## config.mk

```make
export PLATFORM = sky130hd
export DESIGN_NAME = e1_frame_aligner
export DESIGN_NICKNAME = d
export VERILOG_FILES = /design/src/rtl/e1fa_pkg.sv /design/src/rtl/e1fa_window.sv /design/src/rtl/e1fa_poscnt.sv /design/src/rtl/e1fa_runmon.sv /design/src/rtl/e1_frame_aligner.sv
export SDC_FILE = /design/constraint.sdc
export NUM_CORES = 1
export LEC_CHECK = 0
export BUFFER_PORTS_ARGS = -buffer_cell sky130_fd_sc_hd__buf_4
export CAP_MARGIN = 20
export CORE_AREA = 2 2 56 58
export CTS_CLUSTER_SIZE = 10
export DETAILED_ROUTE_END_ITERATION = 7
export DIE_AREA = 0 0 58 60
export PLACE_DENSITY = 0.56
export REMOVE_ABC_BUFFERS = 1
export SLEW_MARGIN = 20
export SYNTH_ARGS = -nofsm -noshare
export SYNTH_HDL_FRONTEND = slang
export SYNTH_SLANG_ARGS = --single-unit
```

## constraint.sdc

```tcl
create_clock -name clk_i -period 5.3 [get_ports clk_i]
set_clock_uncertainty 0.15 [all_clocks]
set_input_delay 0.795 -clock clk_i [delete_from_list [all_inputs] [get_ports clk_i]]
set_output_delay 0.795 -clock clk_i [all_outputs]
set_load 0.005 [all_outputs]
```

## src/rtl/e1fa_pkg.sv

```systemverilog
package e1fa_pkg;

   // Aligner control states
   typedef enum logic [1:0] {
      FA_HUNT      = 2'd0,   // sliding bit-by-bit search
      FA_CONF_ALT  = 2'd1,   // expect bit 2 = 1 one frame later
      FA_CONF_WORD = 2'd2,   // expect alignment word two frames later
      FA_LOCKED    = 2'd3    // aligned, monitoring overhead
   } fa_state_e;

   // Error-run monitor indices
   localparam int unsigned MON_WORD  = 0;   // alignment word errors
   localparam int unsigned MON_SPARE = 1;   // bit 2 errors in alternate frames
   localparam int unsigned MON_COUNT = 2;

endpackage

```

## src/rtl/e1fa_window.sv

```systemverilog
// Sliding window over the last overhead-word bits, including the bit being sampled.
module e1fa_window #(
   parameter int unsigned WORD_BITS = 8,
   parameter logic [WORD_BITS-2:0] ALIGN_WORD = 7'b0011011
) (
   input  logic clk_i,
   input  logic rst_ni,
   input  logic bit_i,
   output logic word_hit_o,
   output logic spare_one_o
);
   localparam int unsigned CMP_BITS  = WORD_BITS - 1;
   localparam int unsigned HIST_BITS = CMP_BITS - 1;

   logic [HIST_BITS-1:0] hist_q;
   logic [CMP_BITS-1:0]  win;

   assign win = {hist_q, bit_i};

   always_ff @(posedge clk_i or negedge rst_ni) begin
      if (!rst_ni) hist_q <= '1;
      else         hist_q <= win[HIST_BITS-1:0];
   end

   assign word_hit_o  = (win == ALIGN_WORD);
   assign spare_one_o = win[CMP_BITS-1];
endmodule

```

## src/rtl/e1fa_poscnt.sv

```systemverilog
// Frame position counter with load.
module e1fa_poscnt #(
   parameter int unsigned FRAME_BITS = 256,
   parameter int unsigned POS_W = $clog2(FRAME_BITS)
) (
   input  logic             clk_i,
   input  logic             rst_ni,
   input  logic             load_i,
   input  logic [POS_W-1:0] load_val_i,
   output logic [POS_W-1:0] pos_o
);
   logic [POS_W-1:0] pos_q, pos_inc;

   generate
      if ((1 << POS_W) == FRAME_BITS) begin : g_wrap
         assign pos_inc = pos_q + 1'b1;
      end else begin : g_cmp
         assign pos_inc = (pos_q == POS_W'(FRAME_BITS - 1)) ? '0 : pos_q + 1'b1;
      end
   endgenerate

   always_ff @(posedge clk_i or negedge rst_ni) begin
      if (!rst_ni)     pos_q <= '0;
      else if (load_i) pos_q <= load_val_i;
      else             pos_q <= pos_inc;
   end

   assign pos_o = pos_q;
endmodule

```

## src/rtl/e1fa_runmon.sv

```systemverilog
// Consecutive-error run counter; trips on the error that completes a run.
module e1fa_runmon #(
   parameter int unsigned RUN = 3,
   parameter int unsigned CNT_W = $clog2(RUN + 1)
) (
   input  logic clk_i,
   input  logic rst_ni,
   input  logic clear_i,
   input  logic check_i,
   input  logic err_i,
   output logic trip_o
);
   logic [CNT_W-1:0] cnt_q;

   always_ff @(posedge clk_i or negedge rst_ni) begin
      if (!rst_ni)      cnt_q <= '0;
      else if (clear_i) cnt_q <= '0;
      else if (check_i) begin
         if (!err_i)                       cnt_q <= '0;
         else if (cnt_q != CNT_W'(RUN))    cnt_q <= cnt_q + 1'b1;
      end
   end

   assign trip_o = check_i & err_i & ~clear_i & (cnt_q >= CNT_W'(RUN - 1));
endmodule

```

## src/rtl/e1_frame_aligner.sv

```systemverilog
module e1_frame_aligner #(
   parameter int unsigned SLOT_BITS = 8,
   parameter int unsigned SLOTS     = 32,
   parameter int unsigned LOSS_RUN  = 3,
   parameter logic [SLOT_BITS-2:0] ALIGN_WORD = 7'b0011011,
   localparam int unsigned BIT_W      = $clog2(SLOT_BITS),
   localparam int unsigned SLOT_W     = $clog2(SLOTS),
   localparam int unsigned POS_W      = SLOT_W + BIT_W,
   localparam int unsigned FRAME_BITS = SLOTS * SLOT_BITS
) (
   input  logic              clk_i,
   input  logic              rst_ni,
   input  logic              rx_bit_i,
   input  logic              resync_req_i,
   input  logic              auto_resync_en_i,
   input  logic              alt_loss_i,
   input  logic              force_ones_i,
   output logic              frame_pulse_o,
   output logic [SLOT_W-1:0] slot_o,
   output logic [BIT_W-1:0]  bit_o,
   output logic              in_sync_o,
   output logic              los_o,
   output logic              data_o
);
   import e1fa_pkg::*;

   // Elaboration-time parameter checks
   generate
      if (SLOT_BITS < 3 || (1 << BIT_W) != SLOT_BITS) begin : g_bad_slot
         $error("SLOT_BITS must be a power of two of at least 4");
      end
      if (SLOTS < 3 || (1 << SLOT_W) != SLOTS) begin : g_bad_slots
         $error("SLOTS must be a power of two of at least 4");
      end
      if (LOSS_RUN < 1) begin : g_bad_run
         $error("LOSS_RUN must be at least 1");
      end
   endgenerate

   localparam logic [POS_W-1:0] POS_CHECK = POS_W'(SLOT_BITS - 1);
   localparam logic [POS_W-1:0] POS_AFTER = POS_W'(SLOT_BITS);

   fa_state_e        state_q, state_d;
   logic             expect_word_q, expect_word_d;
   logic             resync_q;
   logic             rise, locked, at_check, load, lose;
   logic             word_hit, spare_one;
   logic [POS_W-1:0] pos;

   logic [MON_COUNT-1:0] mon_check, mon_err, mon_clear, mon_trip;

   e1fa_window #(
      .WORD_BITS (SLOT_BITS),
      .ALIGN_WORD(ALIGN_WORD)
   ) i_window (
      .clk_i      (clk_i),
      .rst_ni     (rst_ni),
      .bit_i      (rx_bit_i),
      .word_hit_o (word_hit),
      .spare_one_o(spare_one)
   );

   e1fa_poscnt #(
      .FRAME_BITS(FRAME_BITS),
      .POS_W     (POS_W)
   ) i_poscnt (
      .clk_i     (clk_i),
      .rst_ni    (rst_ni),
      .load_i    (load),
      .load_val_i(POS_AFTER),
      .pos_o     (pos)
   );

   assign rise     = resync_req_i & ~resync_q;
   assign locked   = (state_q == FA_LOCKED);
   assign at_check = (pos == POS_CHECK);

   // Monitor hookup: word errors always count, bit-2 errors only in the alternate criterion
   assign mon_check[MON_WORD]  = locked & at_check & expect_word_q;
   assign mon_err[MON_WORD]    = ~word_hit;
   assign mon_clear[MON_WORD]  = ~locked | rise;
   assign mon_check[MON_SPARE] = locked & at_check & ~expect_word_q;
   assign mon_err[MON_SPARE]   = ~spare_one;
   assign mon_clear[MON_SPARE] = ~locked | rise | ~alt_loss_i;

   generate
      for (genvar m = 0; m < MON_COUNT; m++) begin : g_mon
         e1fa_runmon #(
            .RUN(LOSS_RUN)
         ) i_runmon (
            .clk_i  (clk_i),
            .rst_ni (rst_ni),
            .clear_i(mon_clear[m]),
            .check_i(mon_check[m]),
            .err_i  (mon_err[m]),
            .trip_o (mon_trip[m])
         );
      end
   endgenerate

   assign lose = |mon_trip;

   always_comb begin
      state_d       = state_q;
      expect_word_d = expect_word_q;
      load          = 1'b0;
      if (rise) begin
         state_d = FA_HUNT;
      end else begin
         case (state_q)
            FA_HUNT: begin
               if (word_hit) begin
                  state_d = FA_CONF_ALT;
                  load    = 1'b1;
               end
            end
            FA_CONF_ALT: begin
               if (at_check) state_d = spare_one ? FA_CONF_WORD : FA_HUNT;
            end
            FA_CONF_WORD: begin
               if (at_check) begin
                  if (word_hit) begin
                     state_d       = FA_LOCKED;
                     expect_word_d = 1'b0;
                  end else begin
                     state_d = FA_HUNT;
                  end
               end
            end
            FA_LOCKED: begin
               if (at_check) begin
                  expect_word_d = ~expect_word_q;
                  if (lose && auto_resync_en_i) state_d = FA_HUNT;
               end
            end
            default: state_d = FA_HUNT;
         endcase
      end
   end

   always_ff @(posedge clk_i or negedge rst_ni) begin
      if (!rst_ni) begin
         state_q       <= FA_HUNT;
         expect_word_q <= 1'b0;
         resync_q      <= 1'b0;
      end else begin
         state_q       <= state_d;
         expect_word_q <= expect_word_d;
         resync_q      <= resync_req_i;
      end
   end

   assign slot_o        = pos[POS_W-1:BIT_W];
   assign bit_o         = pos[BIT_W-1:0];
   assign frame_pulse_o = locked & (pos == '0);
   assign in_sync_o     = locked;
   assign los_o         = ~locked;
   assign data_o        = rx_bit_i | (force_ones_i & ~locked);
endmodule

```

==> results.sh, run 1 <==
export IMPL_cts_buffers_inserted=3
export IMPL_post_cts_buffers=0
export IMPL_ant_nets=0
export IMPL_finalCoreUtilization_pct=45.9
export IMPL_worstReg2RegStart="i_poscnt.pos_o[0]"
export IMPL_cts_root_buf="clkbuf_4"
export IMPL_synth_edf_count=0
export IMPL_synth_top_family_by_area="simple AND/OR/NAND/NOR gates"
export IMPL_path_class="flip-flop to output port"
export IMPL_peakVddDrop_v=0.000201
export IMPL_tightest_slew_ns=0.791
export IMPL_yosys_area_share_xor_xnor_pct=4.69
export IMPL_clk_latency_ns=0.31
export IMPL_io_pins=19
export IMPL_max_freq_mhz=355
export IMPL_fp_coreArea_um2=2900
export IMPL_start_kind="flip-flop"
export IMPL_syn_cell_area_um2=1120
export IMPL_portBuffers=18
export IMPL_syn2layout_area_growth_pct=19.0
export IMPL_die_x_um=58
export IMPL_ys_seq_elements=22
export IMPL_nets=140
export IMPL_grt_pass1_vias=932
export IMPL_wl_um=2340
export IMPL_synthFlopType="dfrtp_1"
export IMPL_avgRoutedWirePerCell_um=14.7
export IMPL_slew_viol_final=0
export IMPL_dr_pass1_iters=4
export IMPL_drc=0
export IMPL_arrival_ns=1.87
export IMPL_synth_fa_ha_area_share_pct=6.70
export IMPL_synth_seq_area_share_pct=49.8
export IMPL_synth_area_leaders="dfrtp_1 36%, dfstp_2 14%, ha_1 6.7%"
export IMPL_synthDominantCellAreaShare_pct=35.8
export IMPL_r2r_cells=5
export IMPL_routed_via_count=866
export IMPL_place_congestion=0.822
export IMPL_rsz0062_at_grt="no"
export IMPL_cts_hold_buffers=0
export IMPL_path_max_fanout=6
export IMPL_grt_max_degree=23
export IMPL_design_area_um2=1330
export IMPL_routed_via_density=5.45
export IMPL_final_hold_violation_count=0
export IMPL_cts_tree="yes"
export IMPL_drt_iter0_markers=25
export IMPL_yosysTopAreaCell="dfrtp_1"
export IMPL_hold_class="primary input to async pin"
export IMPL_htreeDepth=1
export IMPL_seq_area_um2=558
export IMPL_cts_clk_slew_worst_paths_ns=0.12
export IMPL_rrSetupSlack_ns=3.31
export IMPL_cts_resized=0
export IMPL_start_util_pct=38.6
export IMPL_grt_overflow_total=0
export IMPL_synthCells=104
export IMPL_syn_avg_cell_area_um2=10.8
export IMPL_yosys_warnings=0
export IMPL_synthSimpleGateAreaFrac_pct=22.3
export IMPL_multiInputGateArea_um2=528
export IMPL_std_cell_rows=20
export IMPL_tns_ns=0
export IMPL_synth_area_mux_share_pct=1.01
export IMPL_synth_compound_area_share_pct=12.4
export IMPL_grt_pass1_wl_um=4200
export IMPL_synthTopCellsByCount="16 x dfrtp_1, 8 x inv_1, 8 x nor2_1"
export IMPL_die_area_um2=3480
export IMPL_async_reset_ff_share_pct=100
export IMPL_status="complete, no violations"
export IMPL_slew_headroom_pct=46.8
export IMPL_grt_usage_pct=15.8
export IMPL_fin_crit_sh_pct=53.1
export IMPL_r2r_end="g_mon[0].i_runmon.cnt_q[1]"
export IMPL_hold_ws_ns=0.198
export IMPL_die_y_um=60
export IMPL_post_dp_hpwl_um=1780
export IMPL_diodes=0
export IMPL_place_area_um2=1300
export IMPL_setup_viol=0
export IMPL_synth_most_common_cell="dfrtp_1"
export IMPL_final_layout_size_suffix_gt1_share_pct=28.6
export IMPL_fin_crit_ns=2.82
export IMPL_worstPathRequired_ns=4.36
export IMPL_clock_sinks=22
export IMPL_num_fill_cells=292
export IMPL_end_kind="output port"
export IMPL_antenna_found_initial=0
export IMPL_p_per_area_nw_per_um2=337
export IMPL_cap_violations=0
export IMPL_ys_types=39
export IMPL_clk_path_buf_depth=2
export IMPL_power_leakage_nw=0.588
## kinds of logic after synthesis
kind of cell / after synthesis
AO/OA/AOI/OAI: 20
XOR/XNOR: 6
adder cells (fa/ha/maj): 6
buffers and inverters: 9
flip-flops: 22
multiplexers: 1
AND/OR/NAND/NOR: 40
## final cells by class
type,instances,area share [%]
flip-flops and latches,22,41.9
multi-input cells,73,39.6
repair buffers,18,10.1
well taps,33,3.10
clock buffers,4,2.72
inverters,9,2.54
## cell usage in the layout (no fill, tap or decap), types with 2 or more instances in the layout
cell type	instances
nand3_1	5
a41oi_1	2
nor2_1	8
nand2b_1	2
buf_4	18
clkbuf_4	3
o21ai_0	4
xor2_1	4
dfrtp_1	16
nand2_1	6
nor2b_1	2
ha_1	6
and3b_1	2
dfstp_2	6
inv_1	8
xnor2_1	2
a21oi_1	4
nand4_1	2
or4_1	3
## worst max-delay path by stage
stage	startpoint	endpoint	slack, ns	cells past startpoint
6_report	i_poscnt.pos_o[3]	frame_pulse_o	2.48	4
5_1_grt	i_poscnt.pos_o[3]	frame_pulse_o	2.33	4
4_1_cts	i_poscnt.pos_o[3]	frame_pulse_o	2.45	4
3_5_place_dp	i_poscnt.pos_o[3]	frame_pulse_o	2.83	4
3_3_place_gp	i_poscnt.pos_o[3]	frame_pulse_o	2.85	4
2_1_floorplan	i_poscnt.pos_o[3]	frame_pulse_o	3.01	3
## critical path: stages (launching register included)
cell	delay (ns)
dfrtp_1	0.48
nor4_4	0.39
or2b_1	0.28
nor4b_1	0.25
buf_4	0.16
## state kept, by name, summed over array words and instances (netlist names)
signal and cells:
i_window.hist_q 6, expect_word_q 1, resync_q 1, g_mon.i_runmon.cnt_q 4, i_poscnt.pos_o 8, state_q 2
## metal layers
layer / wire length, µm / GRT usage [%] / vias to the layer above
met1: 1070 / 18.8 / 421
met3: 106 / 5.41 / 2
li1: - / - / 423
met5: 0 / 0 / -
met2: 1160 / 26.6 / 20
met4: 14 / 5.65 / 0
## metrics by stage
stage | setup slack, ns | std cells | total power [mW]
floorplan | 3.01 | 104 | 0.298
global placement | 2.85 | 155 | 0.359
finish | 2.48 | 159 | 0.449
CTS | 2.45 | 159 | 0.457
detailed placement | 2.83 | 155 | 0.362
global route | 2.33 | 159 | 0.481
## power by group
group / switching [mW] / internal, mW
logic: 0.0438 / 0.0673
registers: 0.0479 / 0.198
clock network: 0.0502 / 0.0419
(Power assumes the default switching activity.)
==> run 2: changes to the inputs <==
Clock period 5.3 ns to 3 ns, I/O delays scaled along.
==> run 2 against run 1 <==
Net effect:
- non-clock buffer count rose by 1
- final cell count rose by 0.63%
- count of clock-buffer cells in the layout did not move
- die area did not move
- critical endpoint unchanged
==> results.sh, run 2 (synthesized netlist as in run 1, its figures left out) <==
export IMPL_fin_crit_ns=2.49
export IMPL_arrival_ns=1.89
export IMPL_antenna_found_initial=0
export IMPL_cpPeakStageDelay_ns=0.48
export IMPL_grt_max_degree=23
export IMPL_ant_nets=0
export IMPL_routed_via_density=5.58
export IMPL_min_from="rx_bit_i"
export IMPL_start_util_pct=38.6
export IMPL_post_dp_hpwl_um=1730
export IMPL_std_cell_rows=20
export IMPL_rsz0062_at_grt="no"
export IMPL_syn2layout_area_growth_pct=19.9
export IMPL_grt_pass1_wl_um=4150
export IMPL_path_class="flip-flop to output port"
export IMPL_grt_overflow_total=0
export IMPL_place_congestion=0.823
export IMPL_mostFrequentLayoutCell="buf_4"
export IMPL_hold_ws_ns=0.0970
export IMPL_peakVddDrop_v=0.000361
export IMPL_tns_ns=0
export IMPL_setup_viol=0
export IMPL_largest_reg_flops=8
export IMPL_end_kind="output port"
export IMPL_final_cell_mix="18 x buf_4, 16 x dfrtp_1, 8 x inv_1, 8 x nor2_1"
export IMPL_dr_wl_met2_um=1090
export IMPL_drt_iter0_markers=20
export IMPL_power_leakage_nw=0.592
export IMPL_clock_sinks=22
export IMPL_drc=0
export IMPL_fp_coreArea_um2=2900
export IMPL_final_layout_size_suffix_gt1_share_pct=28.3
export IMPL_path_max_fanout=6
export IMPL_top_layer="met4"
export IMPL_r2r_cells=5
export IMPL_cts_root_buf="clkbuf_4"
export IMPL_worstReg2RegStart="i_poscnt.pos_o[0]"
export IMPL_htreeDepth=1
export IMPL_crit_chain="nor4_4 -> or2b_1 -> nor4b_1 -> buf_4"
export IMPL_design_area_um2=1340
export IMPL_critPathTopFamily="simple AND/OR/NAND/NOR gates"
export IMPL_max_freq_mhz=401
export IMPL_grt_usage_pct=15.9
export IMPL_slew_headroom_pct=51.3
export IMPL_avgRoutedWirePerCell_um=14.6
export IMPL_routed_via_count=893
export IMPL_dr_pass1_iters=4
export IMPL_clk_latency_ns=0.32
export IMPL_hold_class="primary input to flip-flop"
export IMPL_final_hold_violation_count=0
export IMPL_cpMaxStageDelayCell="dfrtp_1"
export IMPL_cts_buffers_inserted=3
export IMPL_wl_um=2340
export IMPL_die_x_um=58
export IMPL_min_to="i_window.hist_q[0]"
export IMPL_die_area_um2=3480
export IMPL_post_cts_buffers=0
export IMPL_wl_met1_um=1070
export IMPL_worstPathRequired_ns=2.40
export IMPL_cap_violations=0
export IMPL_place_area_um2=1300
export IMPL_path_buf_inv=1
export IMPL_cts_resized=0
export IMPL_start_kind="flip-flop"
export IMPL_p_total_mw=0.797
export IMPL_cts_tree="yes"
export IMPL_rrSetupSlack_ns=1.04
export IMPL_met3_length_um=133
export IMPL_r2r_end="state_q[1]"
export IMPL_nets=141
export IMPL_clk_path_buf_depth=2
export IMPL_io_pins=19
export IMPL_portBuffers=18
export IMPL_diodes=0
export IMPL_tightest_slew_ns=0.724
export IMPL_worstHoldPathCells=1
export IMPL_die_y_um=60
export IMPL_p_per_area_nw_per_um2=593
export IMPL_slew_viol_final=0
export IMPL_status="complete, no violations"
export IMPL_finalCoreUtilization_pct=46.3
export IMPL_grt_pass1_vias=936
export IMPL_fin_crit_sh_pct=83.1
export IMPL_cts_clk_slew_worst_paths_ns=0.13
run 2: cell count changes in the layout (fill, tap and decap cells not counted), sizes merged:
| cell | delta |
|---|---|
| dlygate4sd3 | +1 |
run 2: worst max-delay path by stage:
stage | startpoint | to | depth (start not counted)
detailed placement | i_poscnt.pos_o[3] | frame_pulse_o | 4
floorplan | i_poscnt.pos_o[3] | frame_pulse_o | 3
CTS | i_poscnt.pos_o[3] | frame_pulse_o | 4
finish | i_poscnt.pos_o[3] | frame_pulse_o | 4
global route | i_poscnt.pos_o[3] | frame_pulse_o | 4
global placement | i_poscnt.pos_o[3] | frame_pulse_o | 4
run 2: final cells by class:
class | count | area (µm²)
well taps | 33 | 41.3
clock buffers | 4 | 36.3
fillers | 297 | 1560
inverters | 9 | 33.8
repair buffers | 19 | 145
flip-flops and latches | 22 | 558
multi-input cells | 73 | 528
run 2: worst reg2reg max path, stage by stage (launching register included):
cell and delay, ns:
dfrtp_1 0.43, ha_1 0.28, and3b_1 0.25, nand2_2 0.12, or4_1 0.43, a41oi_1 0.22
run 2: routing by layer:
layer / up-vias / track usage [%]
li1: 420 / -
met1: 438 / 18.3
met2: 29 / 26.0
met3: 6 / 5.19
met4: 0 / 8.97
met5: - / 0
run 2: repair_timing:
action                     4_1_cts  5_1_grt
hold endpoints to repair        16        0
setup endpoints to repair        0        0
hold buffers                     1        0
run 2: power by group:
group	internal, mW	switching, mW	total [mW]
sequential	0.350	0.0822	0.433
clock	0.0742	0.0921	0.166
combinational	0.120	0.0782	0.198
run 2: stage by stage:
step / instances / setup WS [ns]
6_report: 160 / 0.506
5_1_grt: 160 / 0.394
4_1_cts: 160 / 0.471
3_5_place_dp: 155 / 0.851
3_3_place_gp: 155 / 0.895
2_1_floorplan: 104 / 1.05
